$ cat config.mk
export PLATFORM = sky130hd
export DESIGN_NAME = tbsync_ctrl
export DESIGN_NICKNAME = d
export VERILOG_FILES = /design/src/rtl/tbsync_pkg.sv /design/src/rtl/tbsync_wr.sv /design/src/rtl/tbsync_rd.sv /design/src/rtl/tbsync_ctrl.sv
export SDC_FILE = /design/constraint.sdc
export NUM_CORES = 1
export LEC_CHECK = 0
export ABC_AREA = 1
export ABC_CLOCK_PERIOD_IN_PS = 1250
export CORE_UTILIZATION = 40
export CTS_BUF_LIST = sky130_fd_sc_hd__clkbuf_8 sky130_fd_sc_hd__clkbuf_16
export DETAILED_ROUTE_END_ITERATION = 16
export PLACE_DENSITY = 0.81
export SYNTH_ARGS = -nofsm -noshare
export SYNTH_HDL_FRONTEND = slang
export SYNTH_SLANG_ARGS = --single-unit
$ cat constraint.sdc
create_clock -name clk -period 1.25 [get_ports clk]
set_input_delay 0.25 -clock clk [delete_from_list [all_inputs] [get_ports clk]]
set_output_delay 0.25 -clock clk [all_outputs]
set_load 0.05 [all_outputs]
$ cat src/rtl/tbsync_pkg.sv
package tbsync_pkg;
  localparam int XLEN = 64;
  // MSB-first bit numbers mapped to vector indices
  localparam int B_MASKI  = XLEN - 1 - 10;
  localparam int B_MODE   = XLEN - 1 - 14;
  localparam int B_LOAD   = XLEN - 1 - 16;
  localparam int B_MOVE   = XLEN - 1 - 18;
  localparam int B_CLR    = XLEN - 1 - 24;
  localparam int CUR_HI   = XLEN - 1 - 28;
  localparam int CUR_LO   = XLEN - 1 - 31;
  localparam int PRV_HI   = XLEN - 1 - 32;
  localparam int PRV_LO   = XLEN - 1 - 35;
  localparam int B_ENA    = XLEN - 1 - 40;
  localparam int B_VALID  = XLEN - 1 - 41;
  localparam int B_SYNC   = XLEN - 1 - 42;
  localparam int B_FCE    = XLEN - 1 - 46;
  localparam int CTRL_BITS = 25;
  localparam logic [XLEN-1:0] CTRL_MASK = {{CTRL_BITS{1'b1}}, {(XLEN-CTRL_BITS){1'b0}}};

  typedef enum logic [3:0] {
    ST_IDLE   = 4'd0,
    ST_SEND   = 4'd1,
    ST_UNSET  = 4'd2,
    ST_WSYNC  = 4'd6,
    ST_FETCH  = 4'd7,
    ST_RUN    = 4'd8,
    ST_ERR    = 4'd9
  } tbst_e;

  function automatic logic [XLEN-1:0] go_state(logic [XLEN-1:0] r, tbst_e s);
    logic [XLEN-1:0] t;
    t = r;
    t[PRV_HI:PRV_LO] = r[CUR_HI:CUR_LO];
    t[CUR_HI:CUR_LO] = s;
    t[B_VALID] = (s == ST_RUN);
    return t;
  endfunction
endpackage

$ cat src/rtl/tbsync_wr.sv
module tbsync_wr
  import tbsync_pkg::*;
#(
  parameter int TW = 2,
  parameter int SW = 1,
  parameter int DLY = 3,
  parameter int SYN = 1
) (
  input  logic [XLEN-1:0] cur_reg,
  input  logic            cur_ready,
  input  logic            cur_sent,
  input  logic [TW-1:0]   cur_dly,
  input  logic [SW-1:0]   cur_syn,
  input  logic [XLEN-1:0] wdata,
  input  logic            is_t0,
  output logic [XLEN-1:0] n_reg,
  output logic            n_ready,
  output logic            n_sent,
  output logic [TW-1:0]   n_dly,
  output logic [SW-1:0]   n_syn
);
  logic [XLEN-1:0] t;
  tbst_e st;

  always_comb begin
    st = tbst_e'(cur_reg[CUR_HI:CUR_LO]);
    n_reg = cur_reg;
    n_ready = cur_ready;
    n_sent = cur_sent;
    n_dly = cur_dly;
    n_syn = cur_syn;
    t = (cur_reg & ~CTRL_MASK) | (wdata & CTRL_MASK);
    t[B_FCE] = cur_reg[B_FCE] & ~wdata[B_FCE];
    t[B_SYNC] = 1'b0;
    if (!wdata[B_MODE]) begin
      n_reg[CUR_HI:CUR_LO] = '0;
      n_reg[PRV_HI:PRV_LO] = '0;
    end else if (!is_t0 && (wdata[B_LOAD] || wdata[B_MOVE])) begin
      n_reg = t;
      n_syn = SW'(SYN);
    end else if (t[B_LOAD] && t[B_MOVE]) begin
      n_reg = go_state(t, ST_ERR);
      n_reg[B_FCE] = 1'b1;
      n_ready = 1'b0;
      n_syn = SW'(SYN);
    end else if (t[B_CLR]) begin
      n_reg = go_state(t, ST_IDLE);
      n_reg[B_CLR] = 1'b0;
      n_reg[B_LOAD] = 1'b0;
      n_reg[B_MOVE] = 1'b0;
      n_reg[B_FCE] = 1'b0;
      n_ready = 1'b0;
      n_sent = 1'b0;
      n_syn = SW'(SYN);
    end else if (st == ST_ERR) begin
      n_reg[B_FCE] = 1'b1;
    end else begin
      n_reg = t;
      n_syn = SW'(SYN);
      if (t[B_LOAD]) begin
        n_dly = TW'(DLY);
      end else if (t[B_MOVE]) begin
        if (st == ST_UNSET) begin
          n_reg = go_state(t, ST_WSYNC);
          n_ready = 1'b1;
          n_dly = TW'(DLY);
        end else begin
          n_reg = go_state(t, ST_ERR);
          n_reg[B_FCE] = 1'b1;
          n_ready = 1'b0;
        end
      end
    end
  end
endmodule

$ cat src/rtl/tbsync_rd.sv
module tbsync_rd
  import tbsync_pkg::*;
#(
  parameter int TW = 2,
  parameter int SW = 1,
  parameter int DLY = 3
) (
  input  logic [XLEN-1:0] cur_reg,
  input  logic            cur_ready,
  input  logic            cur_sent,
  input  logic [TW-1:0]   cur_dly,
  input  logic [SW-1:0]   cur_syn,
  output logic [XLEN-1:0] n_reg,
  output logic            n_ready,
  output logic            n_sent,
  output logic [TW-1:0]   n_dly,
  output logic [SW-1:0]   n_syn
);
  tbst_e st;

  always_comb begin
    st = tbst_e'(cur_reg[CUR_HI:CUR_LO]);
    n_reg = cur_reg;
    n_ready = cur_ready;
    n_sent = cur_sent;
    n_dly = cur_dly;
    n_syn = cur_syn;
    if (cur_reg[B_MODE] && st != ST_ERR) begin
      if (cur_syn != '0) n_syn = cur_syn - 1'b1;
      else               n_reg[B_SYNC] = 1'b1;
      if (cur_dly != '0) begin
        n_dly = cur_dly - 1'b1;
      end else if (cur_reg[B_LOAD]) begin
        n_reg[B_LOAD] = 1'b0;
        if (st == ST_FETCH) begin
          n_reg = go_state(n_reg, ST_ERR);
          n_reg[B_FCE] = 1'b1;
        end else begin
          n_reg = go_state(go_state(n_reg, ST_SEND), ST_UNSET);
        end
      end else if (cur_reg[B_MOVE]) begin
        if (st == ST_WSYNC) begin
          n_reg = go_state(n_reg, ST_FETCH);
          n_dly = TW'(DLY);
        end else if (st == ST_FETCH) begin
          if (cur_sent) begin
            n_reg = go_state(n_reg, ST_RUN);
            n_reg[B_MOVE] = 1'b0;
            n_ready = 1'b0;
            n_sent = 1'b0;
          end
        end else begin
          n_reg = go_state(n_reg, ST_ERR);
          n_reg[B_FCE] = 1'b1;
          n_ready = 1'b0;
        end
      end
    end
  end
endmodule

$ cat src/rtl/tbsync_ctrl.sv
module tbsync_ctrl
  import tbsync_pkg::*;
#(
  parameter int DELAY_READS = 3,
  parameter int SYNC_READS  = 1
) (
  input  logic            clk,
  input  logic            rst,
  input  logic            wr_en,
  input  logic [63:0]     wr_data,
  input  logic            rd_en,
  output logic [63:0]     rd_data,
  input  logic            is_thread0,
  input  logic            tod_sent_pulse,
  output logic            ready_for_tod,
  output logic            tb_valid,
  output logic            ctl_error
);
  localparam int TW = $clog2(DELAY_READS + 1);
  localparam int SW = $clog2(SYNC_READS + 1);

  logic [XLEN-1:0] reg_q;
  logic            ready_q, sent_q;
  logic [TW-1:0]   dly_q;
  logic [SW-1:0]   syn_q;

  logic [XLEN-1:0] w_reg, r_reg;
  logic            w_ready, r_ready, w_sent, r_sent;
  logic [TW-1:0]   w_dly, r_dly;
  logic [SW-1:0]   w_syn, r_syn;

  tbsync_wr #(.TW(TW), .SW(SW), .DLY(DELAY_READS), .SYN(SYNC_READS)) wr_i (
    .cur_reg(reg_q), .cur_ready(ready_q), .cur_sent(sent_q), .cur_dly(dly_q), .cur_syn(syn_q),
    .wdata(wr_data), .is_t0(is_thread0),
    .n_reg(w_reg), .n_ready(w_ready), .n_sent(w_sent), .n_dly(w_dly), .n_syn(w_syn)
  );

  tbsync_rd #(.TW(TW), .SW(SW), .DLY(DELAY_READS)) rd_i (
    .cur_reg(reg_q), .cur_ready(ready_q), .cur_sent(sent_q), .cur_dly(dly_q), .cur_syn(syn_q),
    .n_reg(r_reg), .n_ready(r_ready), .n_sent(r_sent), .n_dly(r_dly), .n_syn(r_syn)
  );

  logic [XLEN-1:0] nx_reg;
  logic            nx_ready, nx_sent;
  logic [TW-1:0]   nx_dly;
  logic [SW-1:0]   nx_syn;

  always_comb begin
    nx_reg = reg_q; nx_ready = ready_q; nx_sent = sent_q; nx_dly = dly_q; nx_syn = syn_q;
    if (wr_en) begin
      nx_reg = w_reg; nx_ready = w_ready; nx_sent = w_sent; nx_dly = w_dly; nx_syn = w_syn;
    end else if (rd_en) begin
      nx_reg = r_reg; nx_ready = r_ready; nx_sent = r_sent; nx_dly = r_dly; nx_syn = r_syn;
    end
  end

  always_ff @(posedge clk) begin
    if (rst) begin
      reg_q   <= '0;
      ready_q <= 1'b0;
      sent_q  <= 1'b0;
      dly_q   <= '0;
      syn_q   <= '0;
      rd_data <= '0;
    end else begin
      reg_q   <= nx_reg;
      ready_q <= nx_ready;
      sent_q  <= nx_sent | (tod_sent_pulse & ready_q & nx_ready);
      dly_q   <= nx_dly;
      syn_q   <= nx_syn;
      if (rd_en && !wr_en) rd_data <= r_reg | (XLEN'(1) << B_MODE);
    end
  end

  assign ready_for_tod = ready_q;
  assign tb_valid      = reg_q[B_VALID];
  assign ctl_error     = reg_q[B_FCE];
endmodule

---- Yosys cells after proc, flatten, opt, wreduce, memory -nomap -nowiden ----
Index checks and enable logic that the tools add are counted.
storage, ports and cells
  register bits after elaboration ......... 133
  output and inout bits ................... 67
  logic and storage cells ................. 127
operators by class
  $add $sub $neg .......................... 2
  equal/unequal tests ..................... 16
  muxes and demuxes ....................... 76
  bitwise operators ....................... 6
  reductions and logical operators ........ 18
operators with widths
  kind                                                    count
  two-way mux 46 bit                                      7
  two-way mux 64 bit                                      5
  two-way mux 48 bit                                      3
  two-way mux 36 bit                                      2
  bitwise OR 39 x 64 -> 64 bit                            1
  two-way mux 28 bit                                      2
  two-way mux 1 bit                                       40
  two-way mux 2 bit                                       15
  two-way mux 17 bit                                      1
  AND reduction 12 bit                                    1
  equality test 4 x 3 -> 1 bit (second input constant)    2
  two-way mux 8 bit                                       1
  inequality test 2 bit (second input constant)           4
  inequality test 3 x 1 -> 1 bit (second input constant)  2
  inequality test 6 x 3 -> 1 bit (second input constant)  1
  AND reduction 3 bit                                     2
  nonzero test 2 bit                                      3
  nonzero test 3 bit                                      2
  inequality test 5 x 2 -> 1 bit (second input constant)  1
  equality test 4 x 2 -> 1 bit (second input constant)    1
  equality test 4 bit (second input constant)             1
  logical AND 1 bit                                       4
  inequality test 4 x 1 -> 1 bit (second input constant)  1
  inequality test 4 bit (second input constant)           1
  11 further kinds                                        15

---- Logic depth before layout (Yosys ltp) ----
  depth after elaboration ................. 12
  gate-level depth with buffers ........... 11
  mapped depth without buffers ............ 11

---- By module ----
Synthesis repeated with hierarchy kept, for this count alone.
second synthesis, totals
  cell total of the unflattened synthesis .. 1,109
  area, all modules ....................... 7,143.1 µm²
modules (own cells, without submodules)
  module       times used  cells each  area an instance (µm²)  seq. area each (µm²)
  tbsync_ctrl  1           725         5,094.9                 2,662.6
  tbsync_wr    1           219         1,089.8                 0.0
  tbsync_rd    1           165         958.4                   0.0

---- Worst setup path before layout ----
OpenSTA, ideal clock, no wires.
  path type ............................... register to register
  start ................................... register reg_q[34]
  end ..................................... register reg_q[52]
  library setup time ...................... 0.116 ns
  data arrival time ....................... 1.249 ns
  required time ........................... 1.134 ns
  path slack .............................. -0.115 ns
  stages on the path, launching flop included .. 10
  path buffers ............................ 1
  path through ............................ dfxtp_1 nor2_1 nand2_2 nor2_2 nand2_1 nand2_2 inv_2 buf_4 nor2_1 nor2_1
on the way
  longest elaborated chain between the ends .. 3
ends and longest elaborated chain
  item                                      line               source
  from (decl)                               tbsync_ctrl.sv:22  logic [XLEN-1:0] reg_q;
  from (signal assigned)                    tbsync_ctrl.sv:66  reg_q <= nx_reg;
  equality test 4 bit                       tbsync_wr.sv:55    end else if (st == ST_ERR) begin
  inequality test 5 x 2 -> 1 bit (no line)  --
  AND reduction 3 bit (no line)             --
No other way between the ends.
A chain may end at the register's enable or synchronous reset.

---- Final worst setup path ----
  start ................................... register reg_q[33]
  end ..................................... register reg_q[22]
on the way
  longest elaborated chain between the ends .. 9
ends and longest elaborated chain
  item                          line               source
  equality test 4 x 3 -> 1 bit  tbsync_rd.sv:45    end else if (st == ST_FETCH) begin
  two-way mux 46 bit            tbsync_rd.sv:45
  two-way mux 46 bit            tbsync_rd.sv:42    if (st == ST_WSYNC) begin
  two-way mux 46 bit            tbsync_rd.sv:41    end else if (cur_reg[B_MOVE]) begin
  two-way mux 46 bit            tbsync_rd.sv:33    end else if (cur_reg[B_LOAD]) begin
  two-way mux 48 bit            tbsync_rd.sv:31    if (cur_dly != '0) begin
  two-way mux 48 bit            tbsync_rd.sv:28    if (cur_reg[B_MODE] && st != ST_ERR) begin
  two-way mux 64 bit            tbsync_ctrl.sv:52  end else if (rd_en) begin
  two-way mux 64 bit            tbsync_ctrl.sv:50  if (wr_en) begin
Parallel ways exist; a longest one is shown, timed or not. The select of a mux whose other input is x is not followed.

==> results.txt <==
VDD IR max -> 1.19 mV
GRT Overall Usage -> 23.1%
core area -> 0.00885 mm²
IO buf count -> 70
Flop pwr share -> 40.4%
Adder-Cell Fraction of Synth Area -> 0.337%
TritonCTS clock tree -> done
Avg Cell Area, Syn -> 6.80 µm²
period utilisation layout -> 120%
Sink Count -> 77
starting density of the core -> 42.0%
global-route wire length before repair -> 18000 µm
clk root buf -> clkbuf_8
I/O pins -> 137
fmax -> 0.666 GHz
Worst Setup End Kind -> flip-flop
vias in the first global route -> 3941
n_diodes -> 0
Multi-input gate area -> 0.00224 mm²
CTS Hold Buffers Added -> 0
largest area contributor in the synthesized netlist -> dfxtp_1
area post-placement -> 0.00519 mm²
compound-gate portion of the synthesized area -> 15.0%
HPWL after DPL -> 7580 µm
Synth Register Bits -> 77
CTS buffer count -> 9
Min-Delay Path Class -> in2reg
# fillers -> 592
post-route ant nets -> 0
DRC -> 0
vias per inst -> 5.44
Post-synth EDFFs -> 0
final hold vios -> 0
Area contributors post-synth -> dfxtp_1 42%, nor2_1 13%, nand2_1 11%
WP data arrival -> 1790 ps
Netlist cell types -> 31
die span in x -> 98.3 µm
Std-Cell Rows -> 34
Skew-Pair Late Insertion Delay -> 370 ps
crit path setup slack, layout -> -252 ps
Comb pwr share -> 29.5%
vias -> 4279
Synth Area in Simple Gates -> 30.0%
largest family of logic cells by synthesized area -> simple AND/OR/NAND/NOR gates
pin count of the biggest net entering global routing -> 53
ys async rst share -> 0%
sequential share of the synthesized area -> 41.5%
Synth warnings -> 0
CP startpoint kind -> flip-flop
post-layout util -> 69.1%
switching part of the total power -> 35.7%
die height -> 98.3 µm
die area -> 0.00967 mm²
minimum clock period -> 1500 ps
RSZ-0062 raised after global routing -> true
P_sw -> 2.46 mW
GP Congestion -> 0.894
drt wl/cell -> 16.6 µm
Leak -> 2.68 nW
status -> complete, but fails checks
layout cells sized above 1 -> 37.2%
GRT overflow -> 0
Sequential Area -> 0.00156 mm²
Setup Skew -> 13.2 ps
dpl ws -> -653 ps
Setup CP Type -> reg2reg
PD cells -> 1130 mW/mm²
most frequent cells in the layout -> 102 x nor2_1, 75 x nand2_1, 69 x dfxtp_1, 51 x o21ai_0, 51 x buf_4
failing checks -> negative setup slack
P&R area growth vs syn -> 64.7%
Setup-failing EPs final -> 53
ys flop type -> dfxtp_1
Post-Syn Area -> 0.00371 mm²
clock-pin slew on the worst setup and hold paths -> 100 ps
final slew viol count -> 0
number of detailed-route iterations in the first pass -> 7
commonest non-fill, non-tap cell in the layout -> nor2_1
Yosys top cell area share -> 41.5%
antenna violations before repair -> 0
clock share of power -> 30.1%
fin nets -> 744
design area -> 0.00611 mm²
MaxCap Viol Count -> 0
internal power -> 4.43 mW
Post-Synth XOR/XNOR Area -> 0%
total power -> 6.89 mW
Detailed Route WL -> 13100 µm
Initial DRC Count -> 415
multiplexer area fraction after synthesis -> 0%
Crit path required time -> 1540 ps
H-tree levels -> 3
post-synthesis cell count -> 546
Max Fanout on Critical Path -> 6
CTS Buffer Depth -> 2
FF-to-FF setup slack -> -250 ps
-- final timing paths --
| check | startpoint | to | depth (start not counted) |
|---|---|---|---|
| min reg2reg | syn_q | syn_q | 2 |
| max reg2reg | reg_q[33] | reg_q[22] | 9 |
| min | wr_data[57] | reg_q[57] | 3 |
| max | reg_q[33] | reg_q[22] | 9 |
-- logic make-up after synthesis --
| kind of cell | Yosys count |
|---|---|
| AND/OR/NAND/NOR | 272 |
| AO/OA/AOI/OAI | 104 |
| buffers and inverters | 91 |
| flip-flops | 77 |
| adder cells (fa/ha/maj) | 1 |
| other | 1 |
-- worst max-delay path, stage by stage (launching register included) --
cell	delay (ps)
dfxtp_4	380
nor2_4	160
nand2_8	90
nor2_4	140
nand2_4	100
nand2_8	130
nand2_4	100
nand2_2	80
nand2_1	90
a21oi_2	160
-- layer usage --
| metal | GRT usage, % | up-vias | routed length, µm |
|---|---|---|---|
| met5 | 0 | - | 0 |
| met4 | 9.76 | 0 | 535 |
| met3 | 6.30 | 65 | 1050 |
| met2 | 43.2 | 234 | 6800 |
| met1 | 24.2 | 2038 | 4670 |
| li1 | - | 1942 | - |
-- synthesized netlist by cell type (2+ instances only) --
master / n
o21ai_0: 62
inv_1: 33
a21oi_1: 28
nor2_1: 128
o21ai_2: 3
a21oi_2: 2
clkbuf_1: 11
nor2_2: 2
buf_6: 2
o211ai_1: 3
a31oi_1: 2
nand2_2: 5
o311ai_0: 2
nand3_1: 22
nand4_1: 4
nand2_1: 104
inv_2: 3
nor2_4: 2
o21ai_1: 2
nor3_1: 2
buf_2: 7
buf_1: 3
dfxtp_1: 77
buf_4: 30
-- power groups by stage --
| stage | combinational [mW] | clock [mW] | sequential (mW) |
|---|---|---|---|
| finish | 2.04 | 2.07 | 2.78 |
| global route | 2.14 | 2.18 | 2.80 |
| CTS | 1.76 | 2.05 | 2.76 |
| detailed placement | 1.68 | 0 | 2.81 |
| global placement | 1.65 | 0 | 2.80 |
| floorplan | 0.800 | 0 | 3.00 |
-- what timing repair did --
item / 4_1_cts / 5_1_grt
buffers inserted: 5 / 10
pin swaps: 17 / 13
gates cloned: 2 / 6
endpoints found under the setup margin: 58 / 77
resized for setup: 47 / 103
-- through the flow --
step,hold slack [ps],instances,TNS [ps]
2_1_floorplan,413,573,-691
3_3_place_gp,447,748,-32930
3_5_place_dp,453,748,-36400
4_1_cts,470,771,-4880
5_1_grt,507,786,-11360
6_report,494,786,-8090
-- final cells by class --
cell class / count / area share, %
clock buffer: 9 / 2.03
clock inverter: 7 / 1.51
inverter: 38 / 2.58
multi-input combinational: 406 / 36.7
sequential: 77 / 25.5
tap: 108 / 2.21
timing repair buffer: 140 / 29.4
timing repair inverter: 1 / 0.0818
-- registers in the layout (all words and copies together) (netlist names) --
register	flops
rd_data	36
sent_q	1
reg_q	36
syn_q	1
dly_q	2
ready_for_tod	1
No activity file was read; power rests on OpenSTA's default activity.
